**src/rtl/evt_irq_pkg.sv**
```systemverilog
package evt_irq_pkg;
  localparam int unsigned BASE_LINES = 16;
  localparam int unsigned BUS_DW     = 32;
  localparam int unsigned BUS_AW     = 4;
  localparam logic [BUS_AW-1:0] OFS_STATUS = 4'h0;
  localparam logic [BUS_AW-1:0] OFS_PEND   = 4'h4;
  localparam logic [BUS_AW-1:0] OFS_EN     = 4'h8;
  localparam logic [BUS_AW-1:0] OFS_ACK    = 4'hC;
endpackage

```
**src/rtl/evt_sync.sv**
```systemverilog
module evt_sync #(
  parameter int unsigned N = 32,
  parameter logic [N-1:0] IDLE = '0
) (
  input  logic         clk,
  input  logic         rst_n,
  input  logic [N-1:0] d,
  output logic [N-1:0] q
);
  for (genvar i = 0; i < N; i++) begin : g_line
    logic meta_q;
    logic out_q;
    // Reset to the line's inactive level so no false event follows reset.
    always_ff @(posedge clk or negedge rst_n) begin
      if (!rst_n) begin
        meta_q <= IDLE[i];
        out_q  <= IDLE[i];
      end else begin
        meta_q <= d[i];
        out_q  <= meta_q;
      end
    end
    assign q[i] = out_q;
  end
endmodule

```
**src/rtl/evt_detect.sv**
```systemverilog
module evt_detect #(
  parameter int unsigned N = 32,
  parameter logic [N-1:0] EDGE_MASK = '1,
  parameter logic [N-1:0] HIGH_MASK = '1
) (
  input  logic         clk,
  input  logic         rst_n,
  input  logic [N-1:0] sync_in,
  output logic [N-1:0] hit
);
  logic [N-1:0] cond;
  logic [N-1:0] prev_q;

  assign cond = sync_in ^ ~HIGH_MASK;

  always_ff @(posedge clk or negedge rst_n) begin
    if (!rst_n) prev_q <= '0;
    else        prev_q <= cond;
  end

  for (genvar i = 0; i < N; i++) begin : g_kind
    if (EDGE_MASK[i]) begin : g_edge
      assign hit[i] = cond[i] & ~prev_q[i];
    end else begin : g_level
      assign hit[i] = cond[i];
    end
  end

  // an edge line fires for one cycle only per transition
  a_r4_edge_single_shot: assert property (@(posedge clk) disable iff (!rst_n)
    ((hit & EDGE_MASK) != '0) |=> ((hit & $past(hit) & EDGE_MASK) == '0));
endmodule

```
**src/rtl/evt_regs.sv**
```systemverilog
module evt_regs
  import evt_irq_pkg::*;
#(
  parameter int unsigned N = 32
) (
  input  logic              clk,
  input  logic              rst_n,
  input  logic [N-1:0]      hit,
  input  logic [BUS_AW-1:0] addr,
  input  logic              wen,
  input  logic [BUS_DW-1:0] wdata,
  output logic [BUS_DW-1:0] rdata,
  output logic              irq
);
  logic [N-1:0] status_q, status_d;
  logic [N-1:0] enable_q, enable_d;
  logic [N-1:0] pending;
  logic [N-1:0] ack_clr;
  logic         ack_wr, en_wr, status_ce;

  assign ack_wr = wen && (addr == OFS_ACK);
  assign en_wr  = wen && (addr == OFS_EN);

  always_comb begin
    ack_clr   = ack_wr ? (wdata[N-1:0] & status_q) : '0;
    // New detections are ORed after the clear so they win over an acknowledge.
    status_d  = (status_q & ~ack_clr) | hit;
    status_ce = ack_wr || (hit != '0);
    enable_d  = wdata[N-1:0];
  end

  always_ff @(posedge clk or negedge rst_n) begin
    if (!rst_n) begin
      status_q <= '0;
      enable_q <= '0;
    end else begin
      if (status_ce) status_q <= status_d;
      if (en_wr)     enable_q <= enable_d;
    end
  end

  assign pending = status_q & enable_q;
  assign irq     = |pending;

  always_comb begin
    rdata = '0;
    unique case (addr)
      OFS_STATUS: rdata[N-1:0] = status_q;
      OFS_PEND:   rdata[N-1:0] = pending;
      OFS_EN:     rdata[N-1:0] = enable_q;
      default:    rdata = '0;
    endcase
  end

  // an acknowledge with no competing detection clears the written bits
  a_r6_ack_clears: assert property (@(posedge clk) disable iff (!rst_n)
    (ack_wr && hit == '0) |=> ((status_q & $past(wdata[N-1:0])) == '0));
  // status bits only fall through an acknowledge
  a_r11_sticky: assert property (@(posedge clk) disable iff (!rst_n)
    !ack_wr |=> (($past(status_q) & ~status_q) == '0));
  // every detection lands in status on the next edge
  a_r8_hit_lands: assert property (@(posedge clk) disable iff (!rst_n)
    (hit != '0) |=> ((status_q & $past(hit)) == $past(hit)));
  // enable loads the written word
  a_r3_enable_load: assert property (@(posedge clk) disable iff (!rst_n)
    en_wr |=> (enable_q == $past(wdata[N-1:0])));
  // no request while every line is masked
  a_r2_masked_quiet: assert property (@(posedge clk) disable iff (!rst_n)
    (enable_q == '0) |-> !irq);
endmodule

```
**src/rtl/evt_irq_hub.sv**
```systemverilog
module evt_irq_hub
  import evt_irq_pkg::*;
#(
  parameter int unsigned EXT_LINES = 16,
  parameter logic [15:0] EXT_EDGE  = 16'h00FF,
  parameter logic [15:0] EXT_HIGH  = 16'h0F0F
) (
  input  logic                          clk,
  input  logic                          rst_n,
  input  logic [BASE_LINES+EXT_LINES-1:0] src_raw,
  input  logic [BUS_AW-1:0]             bus_addr,
  input  logic                          bus_wen,
  input  logic [BUS_DW-1:0]             bus_wdata,
  output logic [BUS_DW-1:0]             bus_rdata,
  output logic                          irq_out
);
  localparam int unsigned N = BASE_LINES + EXT_LINES;
  localparam logic [N-1:0] EDGE_ALL = {EXT_EDGE[EXT_LINES-1:0], {BASE_LINES{1'b1}}};
  localparam logic [N-1:0] HIGH_ALL = {EXT_HIGH[EXT_LINES-1:0], {BASE_LINES{1'b1}}};
  localparam logic [N-1:0] IDLE_ALL = ~HIGH_ALL;

  logic [N-1:0] sync_q;
  logic [N-1:0] hit;

  evt_sync #(.N(N), .IDLE(IDLE_ALL)) u_sync (
    .clk(clk), .rst_n(rst_n), .d(src_raw), .q(sync_q)
  );

  evt_detect #(.N(N), .EDGE_MASK(EDGE_ALL), .HIGH_MASK(HIGH_ALL)) u_detect (
    .clk(clk), .rst_n(rst_n), .sync_in(sync_q), .hit(hit)
  );

  evt_regs #(.N(N)) u_regs (
    .clk(clk), .rst_n(rst_n), .hit(hit),
    .addr(bus_addr), .wen(bus_wen), .wdata(bus_wdata),
    .rdata(bus_rdata), .irq(irq_out)
  );
endmodule

```
**config.mk**
```make
export PLATFORM = sky130hd
export DESIGN_NAME = evt_irq_hub
export DESIGN_NICKNAME = d
export VERILOG_FILES = /design/src/rtl/evt_irq_pkg.sv /design/src/rtl/evt_sync.sv /design/src/rtl/evt_detect.sv /design/src/rtl/evt_regs.sv /design/src/rtl/evt_irq_hub.sv
export SDC_FILE = /design/constraint.sdc
export NUM_CORES = 1
export LEC_CHECK = 0
export BUFFER_PORTS_ARGS = -buffer_cell sky130_fd_sc_hd__buf_2
export CAP_MARGIN = 20
export CORE_ASPECT_RATIO = 0.6
export CORE_UTILIZATION = 25
export CTS_CLUSTER_SIZE = 12
export DETAILED_ROUTE_END_ITERATION = 7
export SYNTH_ARGS = -nofsm -noshare
export SYNTH_HDL_FRONTEND = slang
export SYNTH_SLANG_ARGS = --single-unit
```
**constraint.sdc**
```tcl
create_clock -name clk -period 1.65 [get_ports clk]
set_input_delay 0.165 -clock clk [delete_from_list [all_inputs] [get_ports clk]]
set_output_delay 0.165 -clock clk [all_outputs]
set_load 0.01 [all_outputs]
```
# ---- Yosys cells after proc, flatten, opt, wreduce, memory -nomap -nowiden
# Cells that the tools add are included.
# W data, S select, Z words.
dict set report totals {
  regBits 152
  input_bits 71
  out_inout_bits 33
  word_cells 132
}
dict set report op_classes {
  n_eq_ne 3
  muxes 2
  n_bitwise 54
  reduce_logical 6
}
# cell n
set op_table {}
lappend op_table {{$and A32 B32 Y32} 3}
lappend op_table {{$pmux W32 S3} 1}
lappend op_table {{$mux W32} 1}
lappend op_table {{$not A32 Y32} 1}
lappend op_table {{$or A32 B32 Y32} 1}
lappend op_table {{$reduce_bool A32 Y1} 1}
lappend op_table {{$reduce_or A32 Y1} 1}
lappend op_table {{$and A1 B1 Y1} 24}
lappend op_table {{$not A1 Y1} 24}
lappend op_table {{$eq A4 B4 Y1 const B} 2}
lappend op_table {{$not A8 Y8} 1}
lappend op_table {{$eq A4 B3 Y1 const B} 1}
lappend op_table {{$logic_not A4 Y1} 1}
lappend op_table {{$logic_and A1 B1 Y1} 2}
lappend op_table {{$logic_or A1 B1 Y1} 1}

# ---- Longest topological paths before layout
dict set report logic_depth {
  ltp_word 6
  mapped_depth 5
  depth_no_buf 3
}

# ---- Cells and area by module
# From an unflattened synthesis, not the netlist that was laid out.
dict set report unflattened {
  hier_cells 459
  area_unflattened_um2 5977.0
}
# module n_inst cells_per_inst area_per_inst_um2 seq_area_each_um2
set by_module_without_submodules {}
lappend by_module_without_submodules {evt_regs 1 299 3134.3 1601.5}
lappend by_module_without_submodules {evt_sync 1 96 1861.8 1621.6}
lappend by_module_without_submodules {evt_detect 1 64 980.9 600.6}

# ---- Worst setup path after synthesis
# No wires, ideal clock.
dict set report synth_timing {
  path_kind {reg2out}
  startpoint {reg u_regs.status_q[8]}
  endpoint {out irq_out}
  arrival_ps 1208
  required_ps 1485
  slack_ps 277
  path_stages_with_launch 4
  path_buffers 0
  path_cell_list {dfrtp_1 -> a22oi_1 -> nand4_1 -> or4_1}
}
dict set report synth_via {
  elab_chain_len 2
}
# item line
set synth_lines {}
lappend synth_lines {{start, declared} evt_regs.sv:15} ;# logic [N-1:0] status_q, status_d;
lappend synth_lines {{start signal, assigned} evt_regs.sv:37} ;# if (status_ce) status_q <= status_d;
lappend synth_lines {{$and A32 B32 Y32} evt_regs.sv:42} ;# assign pending = status_q & enable_q;
lappend synth_lines {{$reduce_or A32 Y1} evt_regs.sv:43} ;# assign irq = |pending;
lappend synth_lines {{end, declared} evt_irq_hub.sv:15} ;# output logic irq_out
# Every way passes these cells.

# ---- Worst setup path after layout
dict set report layout_timing {
  startpoint {reg u_regs.enable_q[13]}
  endpoint {out irq_out}
}
dict set report layout_via {
  elab_chain_len 2
}
# item line
set layout_lines {}
lappend layout_lines {{start, declared} evt_regs.sv:16} ;# logic [N-1:0] enable_q, enable_d;
lappend layout_lines {{start signal, assigned} evt_regs.sv:38} ;# if (en_wr) enable_q <= enable_d;
lappend layout_lines {{$and A32 B32 Y32} evt_regs.sv:42}
lappend layout_lines {{$reduce_or A32 Y1} evt_regs.sv:43}
# Every way passes these cells.

==> flow_metrics.py <==
metrics = {
    "status": {
        "status": "finished with violations",
        "violations": "negative setup slack",
    },
    "placement": {
        "place_ws_ps": -44.24,
        "postPlaceCellArea_um2": 6880,
        "dp_hpwl_um": 11110,
        "globalplace.congestion": 0.8023,
        "placedCellCount": 849,
        "io_buffers": 103,
    },
    "critical_path": {
        "cp_max_fo": 2,
        "crit_path_start": "u_regs.enable_q[13]$_DFFE_PN0P_",
        "path_cells": "a22oi_2 > nand4_1 > or4_4 > buf_6",
        "worstPathArrival_ps": 1870,
        "crit_path_start_kind": "register",
        "max_stage_delay_ps": 580,
        "cp.required_ps": 1480,
        "end_kind": "output port",
        "slowest_stage": "or4_4",
        "rr_startpoint": "u_regs.enable_q[23]$_DFFE_PN0P_",
        "path_class": "register to output port",
    },
    "detailed_routing": {
        "drtIter0Drc": 279,
        "wl_per_cell_um": 16.97,
        "antenna_left": 0,
        "dr.pass1.iters": 6,
        "drt_wl_total_um": 16280,
        "drc_errors": 0,
        "viasPerCell": 4.433,
        "vias": 4251,
    },
    "hold_path": {
        "min_path_type": "input pin to register",
        "min_from": "bus_wdata[3]",
    },
    "cells_and_area": {
        "finalInstanceArea_um2": 8688,
        "drive_gt1_share_pct": 44.11,
        "post-route-util_pct": 39.46,
        "layout_common_cells": "134 x dfrtp_1, 100 x buf_2, 64 x dlygate4sd3_1, 55 x buf_4, 30 x mux2_1",
        "fin_cells": 959,
        "areaGrowthSynthToFinish_pct": 54.93,
        "final_common_cell": "dfrtp_1",
        "layout.nets": 729,
    },
    "clock_network": {
        "cts_sinks": 152,
        "path_clk_slew_ps": 60,
        "cts_inserted_buffers": 17,
        "clk_latency_ps": 420,
        "cts_max_level": 4,
        "cts_tree": "yes",
        "max-clock-path-buffers": 2,
        "cts_root_buf": "clkbuf_16",
    },
    "power_and_ir_drop": {
        "ir_drop_mv": 0.7069,
        "p_leak_uw": 0.003949,
        "power.density_nw_per_um2": 1113,
    },
    "logic_synthesis": {
        "syn_nets": 494,
        "syn_inst": 423,
        "synthMuxAreaShare_pct": 6.426,
        "synth_top_family_by_area": "compound AO/OA/AOI/OAI gates",
        "synth_compound_area_share_pct": 11.78,
        "ys_types": 24,
        "seq_area_frac_synth_pct": 68.18,
        "syn_area_per_cell_um2": 13.26,
        "ys_ff_latch": 152,
        "netlist_area_um2": 5608,
        "synth-adder-area-share_pct": 0,
        "synth-simple-area-share_pct": 9.906,
        "synth_warnings": 0,
        "synth_xor_xnor_area_share_pct": 0,
    },
    "global_route": {
        "antenna_found_initial": 3,
        "grt-ovfl-total": 0,
        "grt_max_degree": 43,
        "track_usage_pct": 14.75,
        "grt_pass1_wl_um": 25300,
        "grt_pass1_vias": 4343,
    },
    "sta": {
        "finalHoldViolCount": 0,
        "slew_viol_final": 0,
        "worst_pin_slew_ps": 563.8,
        "fin_crit_sh_pct": 123.6,
        "final.min_clock_period_ps": 2039,
        "fmax_mhz": 490.4,
        "max_slew_margin_pct": 62.41,
        "layout_setup_ws_ps": -389.2,
        "setup_viol": 18,
        "rsz0062_at_grt": "yes",
        "fin_skew_ps": 4.747,
    },
    "run": {
        "max-cap-violations": 0,
    },
    "floorplan": {
        "core_um2": 22020,
        "io_pins": 104,
        "die_w_um": 195.4,
        "die_y_um": 118.0,
        "die-area_um2": 23050,
        "rows": 42,
        "start_util_pct": 25.47,
    },
}
==> power breakdown <==
group | switching [uW] | internal, uW | leakage (uW) | total [uW]
logic | 694 | 1030 | 0.00200 | 1730
registers | 243 | 4060 | 0.00168 | 4310
clock network | 1680 | 1960 | 0.000261 | 3640
==> what timing repair did <==
item                                    in CTS  in global routing
endpoints found under the hold margin       99                  0
hold buffers                                64                  0
cloned                                       0                  0
endpoints found under the setup margin      22                 31
buffers inserted                             3                 13
gates resized for setup                     53                 37
pin swaps                                   34                 30
==> cells in the mapped netlist <==
| master | n | area share, % |
|---|---|---|
| a22o_1 | 20 | 3.1 |
| clkbuf_1 | 17 | 1.1 |
| mux2_2 | 2 | 0.40 |
| inv_1 | 29 | 1.9 |
| or4_1 | 1 | 0.13 |
| nand4_1 | 4 | 0.45 |
| o2bb2ai_1 | 4 | 0.62 |
| and3_1 | 4 | 0.45 |
| buf_2 | 7 | 0.62 |
| nand3_1 | 28 | 2.5 |
| nor3b_2 | 1 | 0.22 |
| o21ai_0 | 4 | 0.36 |
| a21o_1 | 4 | 0.54 |
| a22oi_1 | 16 | 2.1 |
| nand2b_1 | 32 | 3.6 |
| nand2_2 | 1 | 0.11 |
| dfrtp_1 | 136 | 61 |
| nor2_1 | 32 | 2.1 |
| nor2b_1 | 1 | 0.11 |
| dfstp_2 | 16 | 7.5 |
| and2_1 | 1 | 0.11 |
| a32oi_1 | 32 | 5.0 |
| mux2_1 | 30 | 6.0 |
| or2_2 | 1 | 0.11 |
==> cell families (layout without fill, tap and decap cells) <==
| kind of cell | after synthesis | count (layout) |
|---|---|---|
| mux | 32 | 32 |
| flops | 152 | 152 |
| simple gates | 106 | 106 |
| buf+inv | 53 | 301 |
| other cells | 0 | 2 |
| compound gates | 80 | 80 |
==> metrics by stage <==
stage          power, uW  hold WS (ps)  TNS (ps)
2_1_floorplan       4813        -130.6         0
3_3_place_gp        5458         104.4    -54.96
3_5_place_dp        5472         105.4    -44.24
4_1_cts             9536         4.246     -1207
5_1_grt            10100         23.44     -2699
6_report            9671         29.14    -986.5
==> per-layer routing <==
metal	global-route usage, %	part of all wire (%)
met3	4.871	5.8
met5	0	0.068
met4	3.986	0.87
met1	21.62	51
met2	20.51	42
==> cell type report <==
type | count | area [um2]
well taps | 286 | 357.8
multi-input cells | 218 | 2034
flip-flops and latches | 152 | 3826
fillers | 2097 | 13330
clock inverters | 15 | 122.6
inverters | 29 | 108.9
repair buffers | 240 | 1808
diodes | 2 | 5.005
clock buffers | 17 | 425.4
==> worst paths after layout <==
kind	cells past startpoint	slack [ps]	endpoint
max	4	-390	irq_out
min	2	30	u_regs.enable_q[3]$_DFFE_PN0P_
max reg2reg	3	600	u_regs.enable_q[23]$_DFFE_PN0P_
min reg2reg	0	350	u_sync.g_line[9].out_q$_DFF_PN0_
max in group asynchronous	3	810	u_sync.g_line[8].meta_q$_DFF_PN0_
min in group asynchronous	2	220	u_sync.g_line[1].meta_q$_DFF_PN0_
==> sequential cells by signal (all words and copies together) (netlist names) <==
signal and flops:
u_sync.g_line.meta_q 32, u_detect.prev_q 24, u_regs.enable_q 32, u_regs.status_q 32, u_sync.g_line.out_q 32
==> critical path, delay by kind of cell, from the launching register on <==
family | cells | cell delay (ps)
simple gates | 2 | 720
flops | 1 | 380
compound gates | 1 | 210
buf+inv | 1 | 140
No activity file was read; power rests on OpenSTA's default activity.
